$ cat config.mk
export PLATFORM = sky130hd
export DESIGN_NAME = dma_guard
export DESIGN_NICKNAME = d
export VERILOG_FILES = /design/src/rtl/dmag_pkg.sv /design/src/rtl/dmag_cfg_reg.sv /design/src/rtl/dmag_cut.sv /design/src/rtl/dmag_window.sv /design/src/rtl/dma_guard.sv
export SDC_FILE = /design/constraint.sdc
export NUM_CORES = 1
export LEC_CHECK = 0
export BUFFER_PORTS_ARGS = -buffer_cell sky130_fd_sc_hd__buf_4
export CAP_MARGIN = 40
export CORE_ASPECT_RATIO = 2
export CORE_UTILIZATION = 46
export CTS_BUF_LIST = sky130_fd_sc_hd__clkbuf_8
export DETAILED_ROUTE_END_ITERATION = 7
export PLACE_DENSITY = 0.95
export SYNTH_ARGS = -nofsm -noshare
export SYNTH_HDL_FRONTEND = slang
export SYNTH_HIERARCHICAL = 1
export SYNTH_SLANG_ARGS = --single-unit
export TNS_END_PERCENT = 20
$ cat constraint.sdc
create_clock -name clk -period 4.1 [get_ports clk]
set_input_delay 0 -clock clk [delete_from_list [all_inputs] [get_ports clk]]
set_output_delay 0 -clock clk [all_outputs]
set_load 0.01 [all_outputs]
$ cat src/rtl/dmag_pkg.sv
package dmag_pkg;
  localparam int unsigned WORD_W = 32;
  localparam logic [31:0] CFG_MASK = 32'h0000_07FF;

  typedef struct packed {
    logic [20:0] rsvd;
    logic [1:0]  aux_n;
    logic        fast_lock;
    logic [3:0]  hi_n;
    logic [3:0]  lo_n;
  } prot_word_t;
endpackage

$ cat src/rtl/dmag_cfg_reg.sv
module dmag_cfg_reg
  import dmag_pkg::*;
(
  input  logic              clk,
  input  logic              rst_n,
  input  logic              we,
  input  logic [WORD_W-1:0] wdata,
  output prot_word_t        word
);
  prot_word_t word_q;

  always_ff @(posedge clk) begin
    if (!rst_n)   word_q <= '0;
    else if (we)  word_q <= prot_word_t'(wdata & CFG_MASK);
  end

  assign word = word_q;

  assert_hold_R2: assert property (@(posedge clk) disable iff (!rst_n)
    !we |=> $stable(word_q));
  assert_rsvd_R2: assert property (@(posedge clk) disable iff (!rst_n)
    we |=> (word_q.rsvd == '0));
endmodule

$ cat src/rtl/dmag_cut.sv
module dmag_cut #(
  parameter logic [31:0] TOP  = 32'h2800_0000,
  parameter logic [31:0] STEP = 32'h0080_0000,
  parameter int unsigned FW   = 4
) (
  input  logic [FW-1:0] n,
  input  logic [31:0]   addr,
  output logic          hit
);
  logic [31:0] floor_addr;

  always_comb begin
    floor_addr = TOP - (32'(n) * STEP);
    hit = (n != '0) && (addr >= floor_addr) && (addr < TOP);
  end
endmodule

$ cat src/rtl/dmag_window.sv
module dmag_window #(
  parameter logic [31:0] BASE = 32'h1FF8_0000,
  parameter logic [32:0] SIZE = 33'h0_0008_0000
) (
  input  logic        en,
  input  logic [31:0] addr,
  output logic        hit
);
  localparam logic [32:0] LIMIT = {1'b0, BASE} + SIZE;

  assign hit = en && ({1'b0, addr} >= {1'b0, BASE}) && ({1'b0, addr} < LIMIT);
endmodule

$ cat src/rtl/dma_guard.sv
module dma_guard
  import dmag_pkg::*;
#(
  parameter logic [31:0] LO_TOP    = 32'h2800_0000,
  parameter logic [31:0] HI_TOP    = 32'h3000_0000,
  parameter logic [31:0] MAIN_STEP = 32'h0080_0000,
  parameter logic [31:0] AUX_TOP   = 32'h1F40_0000,
  parameter logic [31:0] AUX_STEP  = 32'h0010_0000,
  parameter logic [31:0] FAST_BASE = 32'h1FF8_0000,
  parameter logic [32:0] FAST_SIZE = 33'h0_0008_0000
) (
  input  logic        clk,
  input  logic        rst_n,
  input  logic        cfg_we,
  input  logic [31:0] cfg_wdata,
  output logic [31:0] cfg_rdata,
  input  logic        req_valid,
  input  logic [31:0] req_addr,
  output logic        res_valid,
  output logic        res_blocked
);
  localparam int unsigned NHIT = 5;

  prot_word_t      word;
  logic [NHIT-1:0] hits;
  logic            any_hit;

  dmag_cfg_reg u_cfg (
    .clk(clk), .rst_n(rst_n), .we(cfg_we), .wdata(cfg_wdata), .word(word)
  );

  dmag_cut #(.TOP(LO_TOP), .STEP(MAIN_STEP), .FW(4)) u_lo (
    .n(word.lo_n), .addr(req_addr), .hit(hits[0])
  );
  dmag_cut #(.TOP(HI_TOP), .STEP(MAIN_STEP), .FW(4)) u_hi (
    .n(word.hi_n), .addr(req_addr), .hit(hits[1])
  );
  dmag_window #(.BASE(LO_TOP), .SIZE({1'b0, MAIN_STEP})) u_hi_floor (
    .en(word.lo_n != 4'd0), .addr(req_addr), .hit(hits[2])
  );
  dmag_window #(.BASE(FAST_BASE), .SIZE(FAST_SIZE)) u_fast (
    .en(word.fast_lock), .addr(req_addr), .hit(hits[3])
  );
  dmag_cut #(.TOP(AUX_TOP), .STEP(AUX_STEP), .FW(2)) u_aux (
    .n(word.aux_n), .addr(req_addr), .hit(hits[4])
  );

  assign any_hit   = |hits;
  assign cfg_rdata = word;

  always_ff @(posedge clk) begin
    if (!rst_n) begin
      res_valid   <= 1'b0;
      res_blocked <= 1'b0;
    end else begin
      res_valid   <= req_valid;
      res_blocked <= req_valid && any_hit;
    end
  end

  assert_lag_R3: assert property (@(posedge clk) disable iff (!rst_n)
    req_valid |=> res_valid);
  assert_drop_R3: assert property (@(posedge clk) disable iff (!rst_n)
    !req_valid |=> !res_valid);
  assert_idle_R3: assert property (@(posedge clk) disable iff (!rst_n)
    !res_valid |-> !res_blocked);
  assert_open_R10: assert property (@(posedge clk) disable iff (!rst_n)
    (req_valid && cfg_rdata == 32'd0) |=> !res_blocked);
  assert_floor_R5: assert property (@(posedge clk) disable iff (!rst_n)
    (req_valid && req_addr[31:23] == 9'h040) |=> !res_blocked);
endmodule

==> results.md, run 1 <==
- Port buffering added 59 buffers.
- The initial utilization of the core area, before any placement, comes to 48.3%.
- Setup violations remaining at the end of the flow were counted as 0.
- Relative to the synthesized area, the layout overhead comes to 29.8%.
- The number of cells on the worst reg-to-reg path is 10.
- The worst hold path begins at req_valid.
- The number of clock sinks is 13.
- The type of the worst min-delay path is in2reg.
- The final routed wire length divided by cell count is 14.6 um.
- Of the available clock period, the critical path in the final layout requires 64.6%.
- Entering global routing, the biggest net connects 13 pins.
- The worst endpoint required time is 4.23 ns.
- Across every metal layer, demand over resource in global routing totals 21.5%.
- The synthesized netlist devotes 4.87% of its cell area to compound gates.
- The worst setup path is launched from a flop.
- In the final design database the tool counted 310 nets.
- The critical path startpoint is u_cfg/word[0]$_SDFFE_PN0P_.
- The cell area after technology mapping is 1440 um2.
- The arrival time reported for the critical path endpoint is 2.78 ns.
- The number of hold violations in the final report is 0.
- The cell row count is 28.
- The die is 41.5 um wide.
- Clock latency on the worst-skew pair, taken at its later pin, is 0.24 ns.
- The buffer depth of the longest clock path is 2.
- The share of cell area taken by muxes after synthesis is 7.66%.
- The endpoint identified for the worst register-to-register timing path is res_blocked$_SDFF_PN0_.
- After Yosys synthesis, full adders, half adders and majority gates account for 14.8% of the synthesized area.
- The number of cells after detailed placement is 250.
- The initial antenna violation count is 0.
- The count of nets left with antenna violations once routing finished came out at 0.
- The via count of the first global-routing pass is 1344.
- The fraction of layout cells with a size suffix above 1 is 31.3%.
- A synthesized cell averages 8.77 um2.
- The first global-routing pass estimated 5860 um of wire.
- On the final layout, the worst clock skew is 0.00159 ns.
- The routing usage on met2 is 43.9%.
- The category of the critical setup timing path is reg2reg.
- For hold timing, the worst endpoint is res_valid$_SDFF_PN0_.
- Setup repair after global routing left no endpoint under its margin.
- The worst-case hold slack is 0.00706 ns.
- The power density of the placed cells is 225 nW/um2.
- The post-CTS resize count is 0.
- In the layout the commonest cells are 59 x buf_4, 21 x conb_1, 17 x ha_1, 14 x inv_1.
- The number of search-and-repair iterations in the first detailed-routing pass is 4.
- For this run, the top clock speed supported by timing is 0.377 GHz.
- In the routed layout, each cell is associated on average with a via count of 5.79.
- The H-tree depth is 1.
- The CTS tree is built.
- The maximum fanout count along the critical path is 6.
- The final layout contains routed wiring with a total length of 3700 um.
- For met1 alone, demand over resource in global routing was 21.5%.
- Detailed placement finished with a half-perimeter wire length of 3070 um.
- The number of violations of the max-capacitance limit is 0.
- The analysis attributes to cell leakage a power of 0.893 nW.
- The most used flip-flop cell after synthesis is dfxtp_1.
- STA classifies the critical path endpoint as a flop.
- The final number of max-transition violations is 0.
- The number of cells traversed by the worst hold path is 2.
- The library cell used most frequently in the layout, excluding fill and tap cells, is buf_4.
- The finished layout holds 254 standard cells, fillers aside.
- For met3 alone, demand over resource in global routing was 2.44%.
- The total power is 0.000420 W.
- In this run the clock root is driven by a clkbuf_8.
- The register-to-register setup slack is 1.45 ns.
- The die is 81.1 um tall.
- Synthesis instantiated 38 different standard cells from the library.
- The core region is 2980 um2.
- The async set-reset flop share out of synthesis is 0%.
- The number of synthesized flops with an enable pin is 0.
- Across all layers, the routed design uses 1471 vias.
- Buffers added to address setup during post-CTS repair amount to 0.
- The final period demand of the worst path is 2.65 ns.
- IR analysis of the VDD net gives a maximum drop of 0.223 mV.
- Summing the sequential cell areas from Yosys gives 18.1% of the chip area.
- The combinational family with the most area after synthesis is simple AND/OR/NAND/NOR gates.
- The total I/O pin count is 102.
- Synthesis inferred 13 register bits.
- The post-synthesis xor/xnor area fraction is 1.83%.
- The fraction of the mapped netlist area in simple logic gates is 37.1%.
- The run finished with clean final reports.
- The total grt overflow is 0.
- The quantity of hold-fixing buffers added after cts is 0.
- The count of inserted antenna diode cells is 0.
- The final total negative setup slack is 0 ns.
- In this run the most used layer during global routing was met2.
- Clock tree synthesis inserted a total of 3 buffers.
- In the routed design, unresolved DRC markers number 0.
- The clock slew at the register clock pins of the worst setup and hold paths is 0.05 ns.
- Routability-driven placement finished with a final weighted congestion of 0.902.
- The yosys synthesis warning count is 6.
- After the first detailed-routing iteration, the DRC count stood at 39.
- The launch point of the worst reg-to-reg path is u_cfg/word[0]$_SDFFE_PN0P_.
- After technology mapping, the gate count stands at 164.
- The area of the die is 3370 um2.
## cells by family after synthesis
kind of cell    after synthesis
other cells                   1
mux                          11
flops                        13
fa+ha+maj                    17
buf+inv                      36
compound gates               11
simple gates                 72
xor+xnor                      3
## worst max-delay path, cell delays in order (launching register included)
cell and delay, ns:
dfxtp_1 0.45, inv_1 0.08, ha_1 0.23, xor2_1 0.17, ha_1 0.27, and3_1 0.19, o21ai_0 0.11, o211ai_1 0.12
and4b_1 0.21, or4_1 0.53, o21a_1 0.18
## through the flow
stage | utilization, % | instance area [um2] | setup WS (ns)
2_1_floorplan | - | 1510 | 1.70
3_3_place_gp | 61.1 | 1820 | 1.59
3_5_place_dp | 61.1 | 1820 | 1.51
4_1_cts | 62.6 | 1870 | 1.50
5_1_grt | 62.6 | 1870 | 1.36
6_report | 62.6 | 1870 | 1.45
## power breakdown
| group | internal (W) | leakage [nW] | switching, W | total [W] |
|---|---|---|---|---|
| combinational | 0.0000839 | 0.759 | 0.0000835 | 0.000167 |
| clock | 0.0000659 | 0.0269 | 0.0000432 | 0.000109 |
| sequential | 0.000134 | 0.107 | 0.00000962 | 0.000143 |
## cell type report
class / instances / area [um2]
Clock buffer: 3 / 41.3
Clock inverter: 1 / 3.75
Fill cell: 261 / 1110
Inverter: 13 / 48.8
Multi-Input combinational cell: 135 / 1030
Sequential cell: 13 / 260
Tap cell: 30 / 37.5
Timing Repair Buffer: 59 / 443
## synth_stat cells (2+ instances only)
cell type  count  area (um2)
dfxtp_1       13         260
nor4b_2        3        45.0
mux2i_1       11         110
and4_1         3        26.3
xor2_1         3        26.3
nor4_2         3        37.5
nand2_1        5        18.8
or4_1          5        37.5
nor3b_1        2        15.0
nand4_1        6        37.5
nand3_1        2        10.0
nor4b_1        6        52.6
buf_4         21         158
nor4_1         8        50.1
o21ai_0        2        10.0
inv_1         13        48.8
nor2b_1       13        81.3
ha_1          17         213
nor2_1         6        22.5
a21oi_1        3        15.0
nor3_1         2        10.0
## metal layers
metal / routed length [um] / vias to the layer above / part of all wire, %
met4: 76 / 0 / 2.1
li1: - / 692 / -
met2: 2130 / 80 / 57
met3: 182 / 12 / 4.9
met5: 0 / - / 0
met1: 1320 / 687 / 36
## state kept, by name (all words and copies together) (netlist names)
register and count:
u_cfg/word 11, res_blocked 1, res_valid 1
## worst max-delay path by stage
stage          cells after the start                endpoint  slack (ns)
5_1_grt                           10  res_blocked$_SDFF_PN0_        1.36
6_report                          10  res_blocked$_SDFF_PN0_        1.45
3_3_place_gp                      10  res_blocked$_SDFF_PN0_        1.59
4_1_cts                           10  res_blocked$_SDFF_PN0_        1.50
3_5_place_dp                      10  res_blocked$_SDFF_PN0_        1.51
2_1_floorplan                     10  res_blocked$_SDFF_PN0_        1.70
No activity file was read; power rests on OpenSTA's default activity.
==> run 2: changes to the inputs <==
--- a/config.mk
+++ b/config.mk
@@ -5,13 +5,14 @@
 export SDC_FILE = /design/constraint.sdc
 export NUM_CORES = 1
 export LEC_CHECK = 0
+export ABC_AREA = 1
 export BUFFER_PORTS_ARGS = -buffer_cell sky130_fd_sc_hd__buf_4
 export CAP_MARGIN = 40
 export CORE_ASPECT_RATIO = 2
-export CORE_UTILIZATION = 46
+export CORE_UTILIZATION = 41
 export CTS_BUF_LIST = sky130_fd_sc_hd__clkbuf_8
 export DETAILED_ROUTE_END_ITERATION = 7
-export PLACE_DENSITY = 0.95
+export PLACE_DENSITY = 0.9
 export SYNTH_ARGS = -nofsm -noshare
 export SYNTH_HDL_FRONTEND = slang
 export SYNTH_HIERARCHICAL = 1
==> constraint.sdc (replaced) <==
create_clock -name clk -period 2.2 [get_ports clk]
set_input_delay 0 -clock clk [delete_from_list [all_inputs] [get_ports clk]]
set_output_delay 0 -clock clk [all_outputs]
set_load 0.01 [all_outputs]
==> results.md, run 2 <==
- The layout overhead on the synthesized area is 29.1%.
- In this run, synthesis inferred 0 flip-flops with an integrated enable.
- In the routed layout, each cell is associated on average with a via count of 4.53.
- In this run the most critical hold path is launched from rst_n.
- The number of failing setup endpoints in the final timing report is 0.
- The critical register-to-register path endpoint is res_blocked$_SDFF_PN0_.
- For this design, the slowest cell found on the critical path is dfxtp_1.
- Counting flops and latches in the post-synthesis netlist gives 13.
- The capture point of the critical path is res_blocked$_SDFF_PN0_.
- The die outline width is 47.2 um.
- In this run the biggest area consumer among cell types represents 18.6% of the synthesized area.
- In the final design database the tool counted 449 nets.
- The effective utilization at floorplan is 43.1%.
- The fraction of layout cells with a size suffix above 1 is 21.5%.
- The maximum single-stage delay on the critical path is 0.37 ns.
- Setup repair after global routing left no endpoint under its margin.
- The worst endpoint required time is 2.34 ns.
- The biggest area consumer among synthesized cells is nor2_1.
- Port buffering added 59 buffers.
- The register with the most flip-flops in the layout has 11 of them.
- In this run the core area contains 32 standard-cell rows.
- In this run, placement finished with an instance count of 409.
- The final weighted congestion in routability-driven placement is 0.854.
- By area the synthesized netlist is led by nor2_1 19%, nand2_1 16%, dfxtp_1 16%.
- Sequential cells were found to cover 15.5% of the synthesized design area.
- The placed standard-cell area is 2090 um2.
- The clock buffer count from CTS is 3.
- The arrival time reported for the critical path endpoint is 2.14 ns.
- The global-route usage over all layers is 20.4%.
- The library cells used most frequently in the layout, excluding fill and tap cells, are 83 x nor2_1, 72 x nand2_1, 61 x buf_4, 51 x inv_1, 21 x conb_1.
- The total via count after detailed routing is 1874.
- For this design the ratio of total power to cell area is 391 nW/um2.
- In the post-synthesis netlist, the cell with the most instances is nor2_1.
- The buffer depth of the longest clock path is 2.
- Synthesis produced a netlist whose cell count is 301.
- The yosys synthesis warning count is 6.
- The number of clock sinks is 13.
- For the worst flop-to-flop path, the logic depth is 12.
- The final total negative setup slack is 0 ns.
- Cells fill 55.7% of the core in the end.
- Wires add up to 3940 um.
- The final number of max-transition violations is 0.
- The number of DRC markers after the initial detailed-route iteration is 37.
- The top flip-flop cell by instance count after synthesis is dfxtp_1.
- The final period demand of the worst path is 2.00 ns.
- The cell area after technology mapping is 1670 um2.
- For this run, the top clock speed supported by timing is 0.501 GHz.
- The buffer type at the clock tree root is clkbuf_8.
- For this run, the detailed router's first-pass iteration total came to 4.
- After detailed routing, the average wire length per cell comes to 9.52 um.
- The insertion delay of the later-clocked pin in the worst-skew pair is 0.24 ns.
- The leakage component of the power is 1.24 nW.
- The H-tree depth is 1.
- The average instance area after synthesis is 5.56 um2.
- The nature of the critical path startpoint is a flop.
- The first-pass GRT wire length is 6730 um.
- The number of violations of the max-capacitance limit is 0.
- The number of hold violations in the final report is 0.
- The register-to-register setup slack is 0.20 ns.
- By count the netlist is led by 83 x nor2_1, 73 x nand2_1, 50 x inv_1.
- The number of buffers inserted to repair setup after CTS is 0.
- The repair_antennas step left the layout with diodes totalling 0.
- After legalization and detailed placement, the total HPWL measured 3370 um.
- The via count of the first global-routing pass is 1767.
- On the final layout, the worst hold slack is 0.0475 ns.
- By startpoint and endpoint, the worst setup path is classified as reg2reg.
- For this run the aggregate overflow at the end of global routing stands at 0.
- The launch point of the worst reg-to-reg path is u_cfg/word[1]$_SDFFE_PN0P_.
- The number of routed nets with antenna violations is 0.
- The run finished with clean final reports.
- Across the routed clock network, the largest skew measured is 0.00334 ns.
- The initial antenna violation count was 0.
- The type of the worst min-delay path is in2reg.
- TritonCTS built the clock tree.
- The placeable core area is 3880 um2.
- The count of placed standard cells in the final layout, fillers left out is 414.
- In this run the worst setup path begins at u_cfg/word[1]$_SDFFE_PN0P_.
- Leaving out fill and tap cells, the most frequent cell in the layout is nor2_1.
- After detailed routing, the number of remaining DRC violations is 0.
- The worst setup path is captured at a flop.
- The height of the chip is 92.4 um.
- The floorplan step defined a die boundary enclosing 4360 um2.
- The final critical path takes up 90.8% of the cycle.
- The maximum vdd ir drop is 0.527 mV.
- Yosys mapped the design onto 21 distinct sky130hd cell types.
- The async set-reset flop share out of synthesis is 0%.
- The clock slew at the register clock pins of the worst setup and hold paths is 0.06 ns.
- Pin placement for this block handled 102 I/O pins.
- In this run the worst path has a maximum fanout of 4.
- The maximum number of pins on one net before global-route repair is 23.
- The signal on the critical path passes through inv_1 -> ha_1 -> xor2_1 -> ha_1 -> a21oi_1 -> nor3_1 -> nor3_1 -> a21oi_1 -> nor2_2 -> nand3_2 -> nand2_1 -> inv_1.
- Summing all non-filler instances in the final layout gives an area of 2160 um2.
## run 2: cell type report
type / count / area (um2)
clock buffers: 3 / 41.3
clock inverters: 1 / 3.75
fillers: 405 / 1720
inverters: 51 / 191
multi-input cells: 233 / 1130
flip-flops and latches: 13 / 265
well taps: 51 / 63.8
repair buffers: 62 / 468
## run 2: logic make-up (layout without fill, tap and decap cells)
logic type	after synthesis	count (layout)	share of synthesized area, %
buf+inv	75	117	22.5
other cells	1	21	0.224
flops	13	13	15.5
compound gates	6	6	1.94
simple gates	185	185	45.0
fa+ha+maj	17	17	12.7
xor+xnor	4	4	2.09
## run 2: worst min path at each step
stage | to | slack, ns | depth (start not counted)
after CTS | u_cfg/word[8]$_SDFFE_PN0P_ | 0.05 | 5
after global routing | u_cfg/word[6]$_SDFFE_PN0P_ | 0.06 | 3
after global placement | res_valid$_SDFF_PN0_ | 0.23 | 3
after floorplan | res_valid$_SDFF_PN0_ | 0.11 | 2
final | u_cfg/word[5]$_SDFFE_PN0P_ | 0.05 | 3
after detailed placement | res_valid$_SDFF_PN0_ | 0.22 | 3
## run 2: routing by layer
metal  vias up  wire [um]  GRT usage (%)
met5         -          0              0
met4         0        192           12.4
met3        18        185           2.34
met2        75       2260           38.7
met1       805       1300           18.3
li1        976          -              -
## run 2: where the power goes
group          internal [W]  switching, W  total, W
Combinational      0.000170      0.000199  0.000368
Sequential         0.000251     0.0000152  0.000266
Clock              0.000123     0.0000873  0.000211
## run 2: critical path, delay by kind of cell, from the launching register on
family | cells | cell delay [ns]
AO/OA/AOI/OAI | 2 | 0.27
buffers and inverters | 2 | 0.12
AND/OR/NAND/NOR | 5 | 0.46
XOR/XNOR | 1 | 0.16
flip-flops | 1 | 0.37
adder cells (fa/ha/maj) | 2 | 0.51
## run 2: metrics by stage
stage               total power, W  setup slack [ns]
detailed placement        0.000633             0.197
global placement          0.000617             0.259
global route              0.000926            0.0204
finish                    0.000845             0.202
CTS                       0.000845             0.178
floorplan                 0.000506             0.305
## run 2: timing repair
| action | 4_1_cts | 5_1_grt |
|---|---|---|
| endpoints found under the hold margin | 1 | 0 |
| resized for setup | 0 | 7 |
| endpoints found under the setup margin | 0 | 1 |
| hold buffers | 1 | 0 |
